<file path="src/rtl/xcvr_pkg.sv">
package xcvr_pkg;

    typedef enum logic {
        SRC_LIVE   = 1'b0,
        SRC_STORED = 1'b1
    } src_sel_e;

    function automatic logic strobe_rise(input logic cur, input logic prev);
        return cur & ~prev;
    endfunction

endpackage

</file>
<file path="src/rtl/xcvr_path.sv">
module xcvr_path
    import xcvr_pkg::*;
#(
    parameter int W = 8
) (
    input  logic         drive,
    input  src_sel_e     src,
    input  logic [W-1:0] live,
    input  logic [W-1:0] stored,
    output logic [W-1:0] out
);

    always_comb begin
        out = '0;
        if (drive) begin
            out = (src == SRC_STORED) ? stored : live;
        end
    end

endmodule

</file>
<file path="src/rtl/xcvr_section.sv">
module xcvr_section
    import xcvr_pkg::*;
#(
    parameter int W = 8
) (
    input  logic         clk,
    input  logic         rst_n,
    input  logic [W-1:0] a_in,
    input  logic [W-1:0] b_in,
    input  logic         a_ext_drv,
    input  logic         b_ext_drv,
    input  logic         a2b_strobe,
    input  logic         b2a_strobe,
    input  logic         a2b_stored,
    input  logic         b2a_stored,
    input  logic         b_drive_en,
    input  logic         a_drive_en_n,
    output logic [W-1:0] a_out,
    output logic [W-1:0] a_oe,
    output logic [W-1:0] b_out,
    output logic [W-1:0] b_oe,
    output logic         conflict
);

    typedef struct packed {
        logic [W-1:0] reg_ab;
        logic [W-1:0] reg_ba;
        logic         ab_prev;
        logic         ba_prev;
    } sect_state_t;

    sect_state_t state_d, state_q;

    logic         drv_a, drv_b;
    logic [W-1:0] a_src, b_src;
    logic [W-1:0] a_wire, b_wire;

    // Drive enables: gated by reset, polarity differs per side.
    assign drv_a = rst_n & ~a_drive_en_n;
    assign drv_b = rst_n & b_drive_en;

    // Value of each bus as seen by the opposite live path. A side that is
    // driven with stored data presents that data; otherwise the pins.
    assign a_src = (drv_a && b2a_stored) ? state_q.reg_ba : a_in;
    assign b_src = (drv_b && a2b_stored) ? state_q.reg_ab : b_in;

    xcvr_path #(.W(W)) u_path_ab (
        .drive  (drv_b),
        .src    (src_sel_e'(a2b_stored)),
        .live   (a_src),
        .stored (state_q.reg_ab),
        .out    (b_out)
    );

    xcvr_path #(.W(W)) u_path_ba (
        .drive  (drv_a),
        .src    (src_sel_e'(b2a_stored)),
        .live   (b_src),
        .stored (state_q.reg_ba),
        .out    (a_out)
    );

    assign a_wire   = drv_a ? a_out : a_in;
    assign b_wire   = drv_b ? b_out : b_in;
    assign a_oe     = {W{drv_a}};
    assign b_oe     = {W{drv_b}};
    assign conflict = (drv_a & a_ext_drv) | (drv_b & b_ext_drv);

    always_comb begin
        state_d         = state_q;
        state_d.ab_prev = a2b_strobe;
        state_d.ba_prev = b2a_strobe;
        if (strobe_rise(a2b_strobe, state_q.ab_prev)) begin
            state_d.reg_ab = a_wire;
        end
        if (strobe_rise(b2a_strobe, state_q.ba_prev)) begin
            state_d.reg_ba = b_wire;
        end
        if (!rst_n) begin
            state_d = '0;
        end
    end

    always_ff @(posedge clk) begin
        state_q <= state_d;
    end

endmodule

</file>
<file path="src/rtl/xcvr_dual.sv">
module xcvr_dual #(
    parameter int NUM_SECT = 2,
    parameter int W        = 8
) (
    input  logic                  clk,
    input  logic                  rst_n,
    input  logic [NUM_SECT*W-1:0] a_in,
    input  logic [NUM_SECT*W-1:0] b_in,
    input  logic [NUM_SECT-1:0]   a_ext_drv,
    input  logic [NUM_SECT-1:0]   b_ext_drv,
    input  logic [NUM_SECT-1:0]   a2b_strobe,
    input  logic [NUM_SECT-1:0]   b2a_strobe,
    input  logic [NUM_SECT-1:0]   a2b_stored,
    input  logic [NUM_SECT-1:0]   b2a_stored,
    input  logic [NUM_SECT-1:0]   b_drive_en,
    input  logic [NUM_SECT-1:0]   a_drive_en_n,
    output logic [NUM_SECT*W-1:0] a_out,
    output logic [NUM_SECT*W-1:0] a_oe,
    output logic [NUM_SECT*W-1:0] b_out,
    output logic [NUM_SECT*W-1:0] b_oe,
    output logic [NUM_SECT-1:0]   conflict
);

    for (genvar s = 0; s < NUM_SECT; s++) begin : g_sect
        xcvr_section #(.W(W)) u_sect (
            .clk          (clk),
            .rst_n        (rst_n),
            .a_in         (a_in[s*W +: W]),
            .b_in         (b_in[s*W +: W]),
            .a_ext_drv    (a_ext_drv[s]),
            .b_ext_drv    (b_ext_drv[s]),
            .a2b_strobe   (a2b_strobe[s]),
            .b2a_strobe   (b2a_strobe[s]),
            .a2b_stored   (a2b_stored[s]),
            .b2a_stored   (b2a_stored[s]),
            .b_drive_en   (b_drive_en[s]),
            .a_drive_en_n (a_drive_en_n[s]),
            .a_out        (a_out[s*W +: W]),
            .a_oe         (a_oe[s*W +: W]),
            .b_out        (b_out[s*W +: W]),
            .b_oe         (b_oe[s*W +: W]),
            .conflict     (conflict[s])
        );
    end

endmodule

</file>
<file path="config.mk">
export PLATFORM = sky130hd
export DESIGN_NAME = xcvr_dual
export DESIGN_NICKNAME = d
export VERILOG_FILES = /design/src/rtl/xcvr_pkg.sv /design/src/rtl/xcvr_path.sv /design/src/rtl/xcvr_section.sv /design/src/rtl/xcvr_dual.sv
export SDC_FILE = /design/constraint.sdc
export NUM_CORES = 1
export LEC_CHECK = 0
export BUFFER_PORTS_ARGS = -buffer_cell sky130_fd_sc_hd__buf_2
export CAP_MARGIN = 10
export CELL_PAD_IN_SITES_DETAIL_PLACEMENT = 1
export CELL_PAD_IN_SITES_GLOBAL_PLACEMENT = 1
export CORE_ASPECT_RATIO = 0.75
export CORE_MARGIN = 5
export CORE_UTILIZATION = 35
export CTS_BUF_LIST = sky130_fd_sc_hd__clkbuf_8
export CTS_CLUSTER_DIAMETER = 50
export DETAILED_ROUTE_END_ITERATION = 10
export HOLD_SLACK_MARGIN = 0.05
export PLACE_DENSITY_LB_ADDON = 0.1
export SETUP_SLACK_MARGIN = 0.2
export SLEW_MARGIN = 5
export SYNTH_ARGS = -nofsm -noshare
export SYNTH_HDL_FRONTEND = slang
export SYNTH_SLANG_ARGS = --single-unit
</file>
<file path="constraint.sdc">
create_clock -name clk -period 1.2 [get_ports clk]
set_input_delay 0.06 -clock clk [delete_from_list [all_inputs] [get_ports clk]]
set_output_delay 0.06 -clock clk [all_outputs]
set_load 0.03 [all_outputs]
</file>
==> impl_metrics.json <==
{
  "top_register": "g_sect.u_sect.state_q",
  "fillers": 922,
  "ant_nets": 0,
  "cts_tree": "done",
  "vias_per_cell": 5.62,
  "synth_seq_cells": 36,
  "cts-root-buf": "clkbuf_8",
  "die_y_um": 88.3,
  "avgRoutedWirePerCell_um": 20.0,
  "cp_data_arrival_time_ns": 1.31,
  "rsz0062_at_grt": "true",
  "seqPwrFrac": 0.361,
  "timing.final.crit_share": 1.14,
  "finalSetupViolCount": 16,
  "share_comb_of_total_power": 0.390,
  "yosysTopAreaCell": "dfxtp_1",
  "syn_inst": 364,
  "async_flop_share": 0,
  "ir_drop_uv": 421,
  "synth_area_leaders": "dfxtp_1 (25%), buf_4 (9.2%), a31oi_1 (7.0%), nand2_1 (6.6%), a21oi_1 (5.6%)",
  "drv_slew": 0,
  "cp-start-kind": "register",
  "largest_register_ff_count": 36,
  "final_nets": 559,
  "grt_usage": 0.220,
  "max_freq_ghz": 0.731,
  "gr-total-overflow": 0,
  "switching_share": 0.362,
  "total_power_mw": 3.80,
  "port_buffers": 115,
  "area.growth.synth_to_final_pct": 69.3,
  "clkTransAtPathRegs_ns": 0.08,
  "reg_top3": "g_sect.u_sect.state_q x36",
  "gp_congestion": 0.901,
  "power_leakage_nw": 2.27,
  "hold_ws_ns": 0.0891,
  "drt_iter0_drc": 169,
  "design_area_sq_mm": 0.00484,
  "slowest_stage": "dfxtp_2",
  "die_w_um": 114,
  "setup_ws_ns": -0.168,
  "cpPeakStageDelay_ns": 0.33,
  "p_int_mw": 2.43,
  "core-area_sq_mm": 0.00792,
  "synth_ff_type": "dfxtp_1",
  "violations": "setup timing",
  "critPathMaxFanout": 3,
  "pre_cts_ws_ns": -0.182,
  "io_pins": 116,
  "rows": 28,
  "seq_area_frac_synth": 0.252,
  "initial_core_util": 0.361,
  "synth_area_per_cell_sq_um": 7.86,
  "insertion_delay_ns": 0.29,
  "clkPwrFrac": 0.249,
  "worstSetupEndpointType": "output port",
  "min_path_type": "input pin to register",
  "grt_max_degree": 26,
  "clock_sinks": 36,
  "tightestPinTransition_ns": 0.342,
  "layout-drive-gt1-share": 0.604,
  "worstSetupPathType": "register to output port",
  "antennaDiodeCount": 0,
  "die_area_sq_mm": 0.0101,
  "required_ns": 1.14,
  "vias": 3458,
  "clockBufferDepth": 2,
  "fin_util": 0.612,
  "cts_buffers": 5,
  "drc": 0,
  "yosys-top-cells-count": "nand2_1 (50), dfxtp_1 (36), buf_4 (35)",
  "fin_crit_ns": 1.37,
  "crit_chain": "and4bb_2 > mux2i_2 > nand2_1 > buf_6",
  "yosysUniqueCellTypes": 33,
  "placement.cell_area_sq_mm": 0.00355,
  "synth_nets": 414,
  "finalHoldViolCount": 0,
  "synth_edf_count": 0,
  "yosysTopAreaCellShare": 0.252,
  "r2r_setup_slack_ns": 0.02,
  "dpl.hpwl_um": 7760,
  "wirelength_um": 12300,
  "grt_pass1_wl_um": 17700,
  "antenna_found_initial": 0,
  "yosysMostFrequentCell": "nand2_1",
  "p_switching_mw": 1.37,
  "grt_pass1_vias": 3384,
  "skew_ns": 0.00322,
  "netlist_area_sq_mm": 0.00286,
  "ys_warn_count": 0,
  "pwr_density_cell_mw_per_mm2": 784,
  "maxCapViolCount": 0,
  "h-tree-depth": 2,
  "first_pass_iters": 4,
  "status": "finished, violations left",
  "slew_headroom": 0.770
}
## final cells by class
type | instances | area (sq um) | share of cell area
clock buffer | 6 | 82.6 | 0.0170
clock inverter | 2 | 7.51 | 0.00155
tap | 105 | 131 | 0.0271
timing repair buffer | 203 | 1740 | 0.359
inverter | 3 | 18.8 | 0.00387
multi-input combinational | 260 | 2100 | 0.434
sequential | 36 | 761 | 0.157
## worst max-delay path: cells and delay by family (launching register included)
family | cells | cell delay, ns
flip-flops | 1 | 0.33
multiplexers | 1 | 0.18
buffers and inverters | 1 | 0.15
AND/OR/NAND/NOR | 2 | 0.34
## routing by layer
metal	global-route usage	share of wire	vias to the layer above
li1	-	-	1621
met1	0.300	0.45	1699
met2	0.370	0.47	127
met3	0.0335	0.071	11
met4	0.0453	0.0087	0
met5	0	0	-
## power groups by stage
stage | Combinational [mW] | Sequential [mW] | Clock, mW
detailed placement | 1.08 | 1.38 | 0
finish | 1.48 | 1.37 | 0.945
global placement | 1.07 | 1.37 | 0
global route | 1.56 | 1.39 | 1.03
CTS | 1.30 | 1.36 | 0.957
floorplan | 0.734 | 1.36 | 0
## cells by family (layout without fill, tap and decap cells)
family	count (synthesis)	after routing	share of synthesized area
AOI/OAI and AO/OA	114	114	0.237
buffers and inverters	68	214	0.155
DFF	36	36	0.252
muxes	16	16	0.0595
and+or+nand+nor	130	130	0.296
## what timing repair did
item                                    in CTS  in global routing
pin swaps                                   39                 31
hold buffers                                 4                  0
cloned                                       0                  2
hold endpoints to repair                     4                  0
endpoints found under the setup margin      69                 56
buffers inserted                            31                 16
resized for setup                          137                 73
## stage by stage
step	cells	setup TNS, ns
final	615	-1.25
after CTS	597	-1.28
after global placement	554	-2.51
after global routing	615	-2.41
after floorplan	364	0
after detailed placement	554	-2.60
## cell usage in the layout, fill, tap and decap left out, types with 8 or more instances in the layout
cell type and instances:
nand2_2 9, mux2_4 8, a21oi_1 30, buf_6 47, o21ai_0 27, nand3_1 8, dfxtp_2 26, a31oi_1 31
nor2b_1 10, nand4b_1 16, and4bb_2 9, buf_12 13, buf_2 70, dfxtp_1 8, nand2_1 37, buf_4 59
a32oi_2 14
## final timing paths
kind                                                      to  cells after the start                         start
worst max-delay path                               a_out[13]                      4  g_sect[1].u_sect.state_q[15]
worst min-delay path            g_sect[1].u_sect.state_q[15]                      3                      a_in[13]
worst max register to register  g_sect[1].u_sect.state_q[13]                      6  g_sect[1].u_sect.state_q[13]
worst min register to register  g_sect[1].u_sect.state_q[15]                      2   g_sect[1].u_sect.state_q[7]
(Power assumes the default switching activity.)
